[src/rtl/jtag_cfg_pkg.sv]
package jtag_cfg_pkg;

  typedef enum logic [3:0] {
    PH_IDLE, PH_TLR, PH_NAV_IR0, PH_IR_CFG, PH_NAV_DR, PH_DR,
    PH_NAV_IR1, PH_IR_SD, PH_UPD, PH_RTI, PH_DONE
  } phase_e;

  typedef struct packed {
    logic tms;
    logic tdi;
    logic shift;
    logic last;
  } step_t;

  localparam int unsigned TLR_TCKS = 5;
  // TMS patterns, bit 0 sent first
  localparam logic [4:0] NAV_TO_IR0 = 5'b00110; // TLR -> Shift-IR
  localparam logic [3:0] NAV_TO_DR  = 4'b0011;  // Exit1-IR -> Shift-DR
  localparam logic [4:0] NAV_TO_IR1 = 5'b00111; // Exit1-DR -> Shift-IR

endpackage

[src/rtl/jtag_tck_gen.sv]
module jtag_tck_gen #(
  parameter int unsigned CLK_DIV = 4
) (
  input  logic clk_i,
  input  logic rst_ni,
  output logic tck_o,
  output logic rise_o,
  output logic fall_o
);
  localparam int unsigned HALF = CLK_DIV / 2;
  localparam int unsigned CW   = $clog2(CLK_DIV);

  logic [CW-1:0] cnt_q, cnt_d;

  assign cnt_d  = (cnt_q == CW'(CLK_DIV - 1)) ? '0 : cnt_q + 1'b1;
  assign rise_o = (cnt_q == CW'(HALF - 1));
  assign fall_o = (cnt_q == CW'(CLK_DIV - 1));

  always_ff @(posedge clk_i or negedge rst_ni) begin
    if (!rst_ni) begin
      cnt_q <= '0;
      tck_o <= 1'b0;
    end else begin
      cnt_q <= cnt_d;
      tck_o <= (cnt_d >= CW'(HALF));
    end
  end
endmodule

[src/rtl/jtag_cfg_rom.sv]
module jtag_cfg_rom #(
  parameter int unsigned WORD_W  = 16,
  parameter int unsigned N_WORDS = 7,
  localparam int unsigned AW     = (N_WORDS > 1) ? $clog2(N_WORDS) : 1
) (
  input  logic [AW-1:0]     addr_i,
  output logic [WORD_W-1:0] word_o
);
  always_comb begin
    case (addr_i)
      AW'(0):  word_o = WORD_W'(16'hFFFF);
      AW'(1):  word_o = WORD_W'(16'hAA99);
      AW'(2):  word_o = WORD_W'(16'h5566);
      AW'(3):  word_o = WORD_W'(16'h30A1);
      AW'(4):  word_o = WORD_W'(16'h0007);
      AW'(5):  word_o = WORD_W'(16'h2000);
      AW'(6):  word_o = WORD_W'(16'h2000);
      default: word_o = '0;
    endcase
  end
endmodule

[src/rtl/jtag_step_gen.sv]
module jtag_step_gen
  import jtag_cfg_pkg::*;
#(
  parameter int unsigned    IR_W        = 6,
  parameter logic [IR_W-1:0] CFG_IN_OP  = 6'h05,
  parameter logic [IR_W-1:0] SHUTDOWN_OP = 6'h0D,
  parameter int unsigned    WORD_W      = 16,
  parameter int unsigned    N_WORDS     = 7,
  parameter int unsigned    IDLE_TCKS   = 24,
  parameter int unsigned    CNT_W       = 7
) (
  input  phase_e           phase_i,
  input  logic [CNT_W-1:0] cnt_i,
  output step_t            step_o
);
  localparam int unsigned DR_BITS = N_WORDS * WORD_W;
  localparam int unsigned AW      = (N_WORDS > 1) ? $clog2(N_WORDS) : 1;
  localparam int unsigned BW      = $clog2(WORD_W);
  localparam int unsigned IW      = $clog2(IR_W);

  logic [AW-1:0]     word_idx;
  logic [BW-1:0]     bit_idx;
  logic [IW-1:0]     ir_idx;
  logic [2:0]        nav_idx;
  logic [WORD_W-1:0] word;
  logic [CNT_W-1:0]  lim;

  assign word_idx = AW'(cnt_i / CNT_W'(WORD_W));
  assign bit_idx  = BW'(WORD_W - 1) - BW'(cnt_i % CNT_W'(WORD_W)); // MSB first
  assign ir_idx   = IW'(cnt_i);                                     // LSB first
  assign nav_idx  = cnt_i[2:0];

  jtag_cfg_rom #(.WORD_W(WORD_W), .N_WORDS(N_WORDS)) u_rom (
    .addr_i (word_idx),
    .word_o (word)
  );

  always_comb begin
    step_o = '0;
    lim    = '0;
    case (phase_i)
      PH_TLR:     begin step_o.tms = 1'b1;                 lim = CNT_W'(TLR_TCKS - 1); end
      PH_NAV_IR0: begin step_o.tms = NAV_TO_IR0[nav_idx];  lim = CNT_W'(4); end
      PH_IR_CFG:  begin step_o.tdi = CFG_IN_OP[ir_idx];    step_o.shift = 1'b1; lim = CNT_W'(IR_W - 1); end
      PH_NAV_DR:  begin step_o.tms = NAV_TO_DR[nav_idx[1:0]]; lim = CNT_W'(3); end
      PH_DR:      begin step_o.tdi = word[bit_idx];        step_o.shift = 1'b1; lim = CNT_W'(DR_BITS - 1); end
      PH_NAV_IR1: begin step_o.tms = NAV_TO_IR1[nav_idx];  lim = CNT_W'(4); end
      PH_IR_SD:   begin step_o.tdi = SHUTDOWN_OP[ir_idx];  step_o.shift = 1'b1; lim = CNT_W'(IR_W - 1); end
      PH_UPD:     begin step_o.tms = 1'b1;                 lim = '0; end
      PH_RTI:     begin step_o.tms = 1'b0;                 lim = CNT_W'(IDLE_TCKS - 1); end
      default:    ;
    endcase
    step_o.last = (cnt_i == lim);
    // final shift bit leaves the shift state
    if (step_o.shift) step_o.tms = step_o.last;
  end
endmodule

[src/rtl/jtag_cfg_seq.sv]
module jtag_cfg_seq
  import jtag_cfg_pkg::*;
#(
  parameter int unsigned     CLK_DIV     = 4,
  parameter int unsigned     IR_W        = 6,
  parameter logic [IR_W-1:0] CFG_IN_OP   = 6'h05,
  parameter logic [IR_W-1:0] SHUTDOWN_OP = 6'h0D,
  parameter int unsigned     WORD_W      = 16,
  parameter int unsigned     N_WORDS     = 7,
  parameter int unsigned     IDLE_TCKS   = 24
) (
  input  logic clk_i,
  input  logic rst_ni,
  input  logic start_i,
  output logic busy_o,
  output logic done_o,
  output logic tck_o,
  output logic tms_o,
  output logic tdi_o,
  input  logic tdo_i,
  output logic tdo_bit_o,
  output logic tdo_valid_o
);
  localparam int unsigned DR_BITS = N_WORDS * WORD_W;
  localparam int unsigned MAXC0   = (DR_BITS > IDLE_TCKS) ? DR_BITS : IDLE_TCKS;
  localparam int unsigned MAXC    = (MAXC0 > 8) ? MAXC0 : 8;
  localparam int unsigned CNT_W   = $clog2(MAXC);

  logic             rise, fall;
  phase_e           phase_q;
  logic [CNT_W-1:0] cnt_q;
  step_t            step;
  logic             busy_q, done_q, tms_q, tdi_q, sh_q, tdo_bit_q, tdo_vld_q;

  jtag_tck_gen #(.CLK_DIV(CLK_DIV)) u_tck (
    .clk_i  (clk_i),
    .rst_ni (rst_ni),
    .tck_o  (tck_o),
    .rise_o (rise),
    .fall_o (fall)
  );

  jtag_step_gen #(
    .IR_W(IR_W), .CFG_IN_OP(CFG_IN_OP), .SHUTDOWN_OP(SHUTDOWN_OP),
    .WORD_W(WORD_W), .N_WORDS(N_WORDS), .IDLE_TCKS(IDLE_TCKS), .CNT_W(CNT_W)
  ) u_step (
    .phase_i (phase_q),
    .cnt_i   (cnt_q),
    .step_o  (step)
  );

  always_ff @(posedge clk_i or negedge rst_ni) begin
    if (!rst_ni) begin
      phase_q   <= PH_IDLE;
      cnt_q     <= '0;
      busy_q    <= 1'b0;
      done_q    <= 1'b0;
      tms_q     <= 1'b1;
      tdi_q     <= 1'b0;
      sh_q      <= 1'b0;
      tdo_bit_q <= 1'b0;
      tdo_vld_q <= 1'b0;
    end else begin
      done_q    <= 1'b0;
      tdo_vld_q <= 1'b0;
      if (rise) begin
        tdo_bit_q <= tdo_i;
        tdo_vld_q <= sh_q;
      end
      if (!busy_q) begin
        if (start_i) begin
          busy_q  <= 1'b1;
          phase_q <= PH_TLR;
          cnt_q   <= '0;
        end
      end else if (phase_q == PH_DONE) begin
        // end once the target has sampled the last idle bit
        if (rise) begin
          busy_q  <= 1'b0;
          done_q  <= 1'b1;
          phase_q <= PH_IDLE;
        end
      end else if (fall) begin
        tms_q <= step.tms;
        tdi_q <= step.tdi;
        sh_q  <= step.shift;
        if (step.last) begin
          cnt_q   <= '0;
          phase_q <= phase_e'(phase_q + 4'd1);
        end else begin
          cnt_q <= cnt_q + 1'b1;
        end
      end
    end
  end

  assign busy_o      = busy_q;
  assign done_o      = done_q;
  assign tms_o       = tms_q;
  assign tdi_o       = tdi_q;
  assign tdo_bit_o   = tdo_bit_q;
  assign tdo_valid_o = tdo_vld_q;
endmodule

[config.mk]
export PLATFORM = sky130hd
export DESIGN_NAME = jtag_cfg_seq
export DESIGN_NICKNAME = d
export VERILOG_FILES = /design/src/rtl/jtag_cfg_pkg.sv /design/src/rtl/jtag_tck_gen.sv /design/src/rtl/jtag_cfg_rom.sv /design/src/rtl/jtag_step_gen.sv /design/src/rtl/jtag_cfg_seq.sv
export SDC_FILE = /design/constraint.sdc
export NUM_CORES = 1
export LEC_CHECK = 0
export CAP_MARGIN = 10
export CORE_MARGIN = 2
export CORE_UTILIZATION = 40
export CTS_CLUSTER_SIZE = 8
export DETAILED_ROUTE_END_ITERATION = 10
export GPL_ROUTABILITY_DRIVEN = 0
export GPL_TIMING_DRIVEN = 0
export PLACE_DENSITY = 0.62
export SETUP_SLACK_MARGIN = 0.02
export SLEW_MARGIN = 15
export SYNTH_ARGS = -nofsm -noshare
export SYNTH_HDL_FRONTEND = slang
export SYNTH_SLANG_ARGS = --single-unit
[constraint.sdc]
create_clock -name clk_i -period 2.4 [get_ports clk_i]
set_input_delay 0.48 -clock clk_i [delete_from_list [all_inputs] [get_ports clk_i]]
set_output_delay 0.48 -clock clk_i [all_outputs]
set_load 0.1 [all_outputs]
==> flow_summary.json, run 1 <==
{
  "outcome": "complete, no violations",
  "worst_pin_slew_ps": 980,
  "io_buffers": 10,
  "end_kind": "output pin",
  "htree_levels": 1,
  "synth.net_count": 182,
  "pin_count": 11,
  "gr-usage-all-layers_pct": 17.4,
  "drv_cap": 0,
  "start_util_pct": 42.7,
  "antenna_found_initial": 0,
  "rows": 21,
  "finClkSkew_ps": 10.9,
  "synth_flop_cell": "dfrtp_1",
  "synthTopCellsByArea": "dfrtp_1 33%, nand2_1 5.4%, o21ai_0 4.5%, ha_1 4.3%, nand3_1 3.1%",
  "yosys_register_bits": 20,
  "dr.pass1.iters": 4,
  "clock_latency_ps": 310,
  "drive_above_1_share_pct": 17.6,
  "vias_per_cell": 5.52,
  "swShare_pct": 39.8,
  "crit_path_max_incr_delay_ps": 1140,
  "setup_viol": 0,
  "wl_per_cell_um": 14.2,
  "async_flop_share_pct": 100,
  "p_clk_share_pct": 22.7,
  "synthCells": 173,
  "clockRootBuffer": "clkbuf_4",
  "grt-ovfl-total": 0,
  "synth_edf_count": 0,
  "synth-seq-area-share_pct": 34.4,
  "dieArea_um2": 4150,
  "synth_area_per_cell_um2": 8.43,
  "ant_nets": 0,
  "num-fill-cells": 327,
  "peakVddDrop_v": 0.000459,
  "synth.top_cell.area_share_pct": 32.6,
  "crit_path_max_fanout": 3,
  "fp.dieH_um": 64.4,
  "drt_iter0_drc": 78,
  "die_w_um": 64.4,
  "cp_top_family": "buffers and inverters",
  "final_util_pct": 51.1,
  "antenna_cells": 0,
  "crit_path_start_kind": "flop",
  "synth_warnings": 0,
  "rsz0062_at_grt": "false",
  "p_leak_nw": 0.764,
  "internal_power_mw": 0.745,
  "grt_max_degree": 21,
  "hold_path.class": "reg -> reg",
  "place_inst": 229,
  "via_count": 1320,
  "clkTransAtPathRegs_ps": 130,
  "cts.sinks": 20,
  "final_area_um2": 1750,
  "power_density_nw_per_um2": 708,
  "arrival_ps": 1850,
  "finalNonFillerCells": 239,
  "syn_to_final_growth_pct": 19.7,
  "path_buf_inv": 1,
  "worstPathRequired_ps": 1920,
  "place_hpwl_um": 2380,
  "cts_tree": "built",
  "layout_min_cycle_time_ps": 2330,
  "core_area_um2": 3420,
  "numCtsBuffers": 3,
  "period_share_pct": 97.2,
  "placed_area_um2": 1620,
  "slowest_stage": "clkdlybuf4s50_1",
  "slew_viol_final": 0,
  "clockBufferDepth": 2,
  "ys_types": 51,
  "seq_power_share_pct": 33.8,
  "yosys.area.top_type": "dfrtp_1",
  "grt_pass1_vias": 1249,
  "finalHoldViolations": 0,
  "synthesis.area_um2": 1460,
  "slew-limit-headroom_pct": 34.5,
  "fin_tns_setup_ps": 0,
  "crit_type": "reg -> out",
  "switching_power_mw": 0.492,
  "wl_um": 3400,
  "final_nets": 203,
  "p_comb_share_pct": 43.5,
  "grt_pass1_wl_um": 5750,
  "power_mw": 1.24,
  "fmax_mhz": 429,
  "worstPathCellList": "clkdlybuf4s50_1",
  "drc": 0
}
-- cells by family (layout without fill, tap and decap cells) --
group | count (synthesis) | after routing | share of synthesized area (%)
buf+inv | 26 | 46 | 7.89
flops | 20 | 20 | 34.4
compound gates | 42 | 42 | 19.6
fa+ha+maj | 5 | 5 | 4.29
xor+xnor | 1 | 1 | 0.600
mux | 6 | 6 | 4.46
simple gates | 73 | 73 | 28.7
-- what timing repair did --
action	4_1_cts	5_1_grt
pin swaps	0	2
resized for setup	1	12
buffers inserted	0	6
setup endpoints to repair	1	10
hold buffers	0	0
-- area by class of cell --
class / instances / area [um^2] / share of cell area, %
buffer: 17 / 91.3 / 5.23
clock buffer: 3 / 22.5 / 1.29
clock inverter: 1 / 30.0 / 1.72
inverter: 9 / 33.8 / 1.93
multi-input combinational: 127 / 866 / 49.6
sequential: 20 / 502 / 28.7
tap: 46 / 57.6 / 3.30
timing repair buffer: 16 / 144 / 8.24
-- layout by cell type, fill, tap and decap left out, types with 3 or more instances in the layout --
| cell type | instances |
|---|---|
| and2_1 | 3 |
| nand3_1 | 9 |
| nand3b_1 | 4 |
| and3_1 | 3 |
| clkbuf_1 | 6 |
| clkdlybuf4s50_1 | 9 |
| nand2_1 | 21 |
| clkbuf_4 | 4 |
| clkbuf_2 | 4 |
| inv_1 | 9 |
| nand2b_1 | 5 |
| dfrtp_1 | 19 |
| a31oi_1 | 3 |
| ha_1 | 5 |
| a21oi_1 | 5 |
| buf_4 | 6 |
| nor2_1 | 9 |
| o21ai_0 | 13 |
| buf_2 | 3 |
| or2_1 | 4 |
-- power by group through the flow --
stage / sequential, mW / clock (mW) / combinational [mW]
finish: 0.418 / 0.281 / 0.538
global route: 0.422 / 0.300 / 0.611
detailed placement: 0.422 / 0 / 0.520
global placement: 0.419 / 0 / 0.500
CTS: 0.414 / 0.289 / 0.523
floorplan: 0.434 / 0 / 0.389
-- through the flow --
stage,hold slack (ps),worst slack (ps)
after global placement,441,111
after global routing,490,24.5
after CTS,475,45.3
after floorplan,184,240
after detailed placement,457,88.7
final,469,68.3
-- synthesized netlist by cell type, types with 2 or more instances --
| master | count |
|---|---|
| nand3_1 | 9 |
| o221ai_1 | 2 |
| nand2_1 | 21 |
| a31oi_1 | 3 |
| and3_1 | 3 |
| and4bb_4 | 2 |
| o211ai_1 | 2 |
| dfrtp_1 | 19 |
| inv_1 | 9 |
| nor3_1 | 2 |
| buf_2 | 4 |
| o21ai_0 | 13 |
| a21oi_1 | 6 |
| nand2b_1 | 5 |
| mux2i_1 | 2 |
| o22ai_1 | 2 |
| nor2_1 | 9 |
| and2_1 | 3 |
| or2_1 | 4 |
| ha_1 | 5 |
| nand3b_1 | 4 |
| clkbuf_1 | 9 |
| nor4_1 | 2 |
| o31ai_1 | 2 |
| or2_2 | 2 |
| mux2_1 | 3 |
| a211o_1 | 2 |
-- path summary, 6_finish.rpt --
path / startpoint / end / slack (ps) / depth (start not counted)
worst max register to register: phase_q[2]$_DFFE_PN0P_ / cnt_q[4]$_DFFE_PN0P_ / 140 / 8
min in group asynchronous: rst_ni / sh_q$_DFFE_PN0P_ / 670 / 1
max in group asynchronous: rst_ni / cnt_q[1]$_DFFE_PN0P_ / 1170 / 1
worst max-delay path: u_tck.cnt_q[1]$_DFF_PN0_ / tck_o / 70 / 1
worst min-delay path: u_tck.cnt_q[0]$_DFF_PN0_ / u_tck.cnt_q[0]$_DFF_PN0_ / 470 / 1
worst min register to register: u_tck.cnt_q[0]$_DFF_PN0_ / u_tck.cnt_q[0]$_DFF_PN0_ / 470 / 1
-- layer usage --
layer	up-vias	share of wire [%]	routed length (um)	track usage, %
li1	659	-	-	-
met1	627	47	1610	23.9
met2	28	48	1620	28.8
met3	6	3.8	130	2.29
met4	0	1.1	36	4.79
met5	-	0	0	0
-- flip-flops by register name (all words and copies together) (netlist names) --
signal and count:
cnt_q 7, phase_q 4, u_tck.cnt_q 2, busy_o 1, done_o 1, sh_q 1, tdi_o 1, tdo_bit_o 1
tdo_valid_o 1, tms_o 1
Note: power is estimated with default switching activity, not from simulation.
==> run 2, diff against run 1 <==
Settings changed: TNS_END_PERCENT from default to 10.
==> run 2 against run 1 <==
Compared with the run above:
- clock skew is 2.2 ps lower
- cell area hardly changed
- combinational power hardly changed
- first-iteration DRC count is 1.3% lower
- non-clock buffer count stayed put
- power is 0.29% lower
- highest routed layer unchanged
- clock-buffer cell count stayed put
- setup slack better by 3.8 ps
- cell count stayed put
==> flow_summary.json, run 2 (synthesis results as in run 1) <==
{
  "finalHoldViolations": 0,
  "seq_power_share_pct": 33.7,
  "fmax_mhz": 430,
  "fp.dieH_um": 64.4,
  "largestRegisters": "cnt_q (7), phase_q (4), u_tck.cnt_q (2)",
  "largest_reg_flops": 7,
  "p_leak_nw": 0.761,
  "hold_path.class": "reg -> reg",
  "fin_tns_setup_ps": 0,
  "clockRootBuffer": "clkbuf_4",
  "final_util_pct": 51.1,
  "pin_count": 11,
  "antenna_found_initial": 0,
  "cts_tree": "built",
  "slowest_stage": "clkdlybuf4s50_1",
  "end_kind": "output pin",
  "power_density_nw_per_um2": 707,
  "numCtsBuffers": 3,
  "cts.sinks": 20,
  "slew-limit-headroom_pct": 34.5,
  "postCtsHoldBufs": 0,
  "path_buf_inv": 1,
  "hold_ws_ps": 468,
  "swShare_pct": 39.8,
  "core_area_um2": 3420,
  "syn_to_final_growth_pct": 19.6,
  "multi_input_area_um2": 866,
  "grt-ovfl-total": 0,
  "crit_type": "reg -> out",
  "dr.pass1.iters": 6,
  "p_clk_share_pct": 22.7,
  "clkTransAtPathRegs_ps": 120,
  "grt_max_degree": 21,
  "wl_um": 3390,
  "final_nets": 203,
  "register_area_um2": 502,
  "period_share_pct": 97.0,
  "drive_above_1_share_pct": 17.1,
  "peakVddDrop_v": 0.000515,
  "worstPathCellList": "clkdlybuf4s50_1",
  "final_cell_mix": "21 x nand2_1, 19 x dfrtp_1, 13 x o21ai_0",
  "place_hpwl_um": 2380,
  "mostFrequentLayoutCell": "nand2_1",
  "grt_pass1_vias": 1249,
  "rows": 21,
  "drv_cap": 0,
  "switching_power_mw": 0.491,
  "io_buffers": 10,
  "dieArea_um2": 4150,
  "grt_pass1_wl_um": 5750,
  "drc": 0,
  "crit_path_start_kind": "flop",
  "crit_path_max_fanout": 3,
  "ant_nets": 0,
  "start_util_pct": 42.7,
  "slew_viol_final": 0,
  "num-fill-cells": 324,
  "finClkSkew_ps": 8.69,
  "clock_latency_ps": 310,
  "power_mw": 1.23,
  "outcome": "complete, no violations",
  "worst_pin_slew_ps": 980,
  "arrival_ps": 1850,
  "layout_min_cycle_time_ps": 2330,
  "via_count": 1318,
  "p_comb_share_pct": 43.6,
  "wl_per_cell_um": 14.2,
  "die_w_um": 64.4,
  "internal_power_mw": 0.743,
  "setup_viol": 0,
  "top_register": "cnt_q",
  "htree_levels": 1,
  "rsz0062_at_grt": "true",
  "cp_top_family": "buffers and inverters",
  "drt_iter0_drc": 77,
  "crit_path_max_incr_delay_ps": 1140,
  "clockBufferDepth": 2,
  "worstPathRequired_ps": 1920,
  "antenna_cells": 0,
  "gr-usage-all-layers_pct": 17.4,
  "vias_per_cell": 5.51,
  "finalNonFillerCells": 239,
  "place_inst": 229
}
==> run 2: cell count changes in the layout (fill, tap and decap cells not counted) <==
| cell | previous run | this run |
|---|---|---|
| clkbuf_1 | 6 | 7 |
| clkbuf_2 | 4 | 3 |
==> run 2: cell type report <==
| cell class | count | area share (%) |
|---|---|---|
| inverter | 9 | 1.94 |
| tap | 46 | 3.30 |
| buffer | 17 | 5.16 |
| clock buffer | 3 | 1.29 |
| sequential | 20 | 28.7 |
| clock inverter | 1 | 1.72 |
| multi-input combinational | 127 | 49.6 |
| timing repair buffer | 16 | 8.24 |
==> run 2: routing by layer <==
layer  vias to the layer above  share of wire [%]  GRT usage (%)
li1                        659                  -              -
met3                         2                3.6           2.29
met4                         0               0.41           4.79
met5                         -                  0              0
met1                       630                 48           23.9
met2                        27                 48           28.8
==> run 2: through the flow <==
| step | cell area, um^2 | setup slack, ps |
|---|---|---|
| final | 1750 | 72.1 |
| after global routing | 1750 | 12.6 |
| after CTS | 1670 | 45.3 |
| after detailed placement | 1620 | 88.7 |
| after global placement | 1620 | 111 |
| after floorplan | 1460 | 240 |
==> run 2: what timing repair did <==
| action | CTS | global route |
|---|---|---|
| buffers inserted | 0 | 6 |
| hold endpoints to repair | 0 | 0 |
| gates cloned | 0 | 0 |
| pin swaps | 0 | 2 |
| setup endpoints to repair | 1 | 10 |
| resized for setup | 1 | 10 |
==> run 2: final timing paths <==
kind,start,endpoint,slack (ps),cells after the start
worst max-delay path,u_tck.cnt_q[1]$_DFF_PN0_,tck_o,70,1
worst min-delay path,u_tck.cnt_q[0]$_DFF_PN0_,u_tck.cnt_q[0]$_DFF_PN0_,470,1
worst max register to register,phase_q[2]$_DFFE_PN0P_,cnt_q[4]$_DFFE_PN0P_,140,8
worst min register to register,u_tck.cnt_q[0]$_DFF_PN0_,u_tck.cnt_q[0]$_DFF_PN0_,470,1
max in group asynchronous,rst_ni,cnt_q[1]$_DFFE_PN0P_,1160,1
min in group asynchronous,rst_ni,cnt_q[2]$_DFFE_PN0P_,680,1
==> run 2: power by group through the flow <==
| stage | sequential, mW | clock (mW) | combinational, mW |
|---|---|---|---|
| 2_1_floorplan | 0.434 | 0 | 0.389 |
| 3_3_place_gp | 0.419 | 0 | 0.500 |
| 3_5_place_dp | 0.422 | 0 | 0.520 |
| 4_1_cts | 0.414 | 0.289 | 0.523 |
| 5_1_grt | 0.422 | 0.300 | 0.608 |
| 6_report | 0.416 | 0.280 | 0.538 |
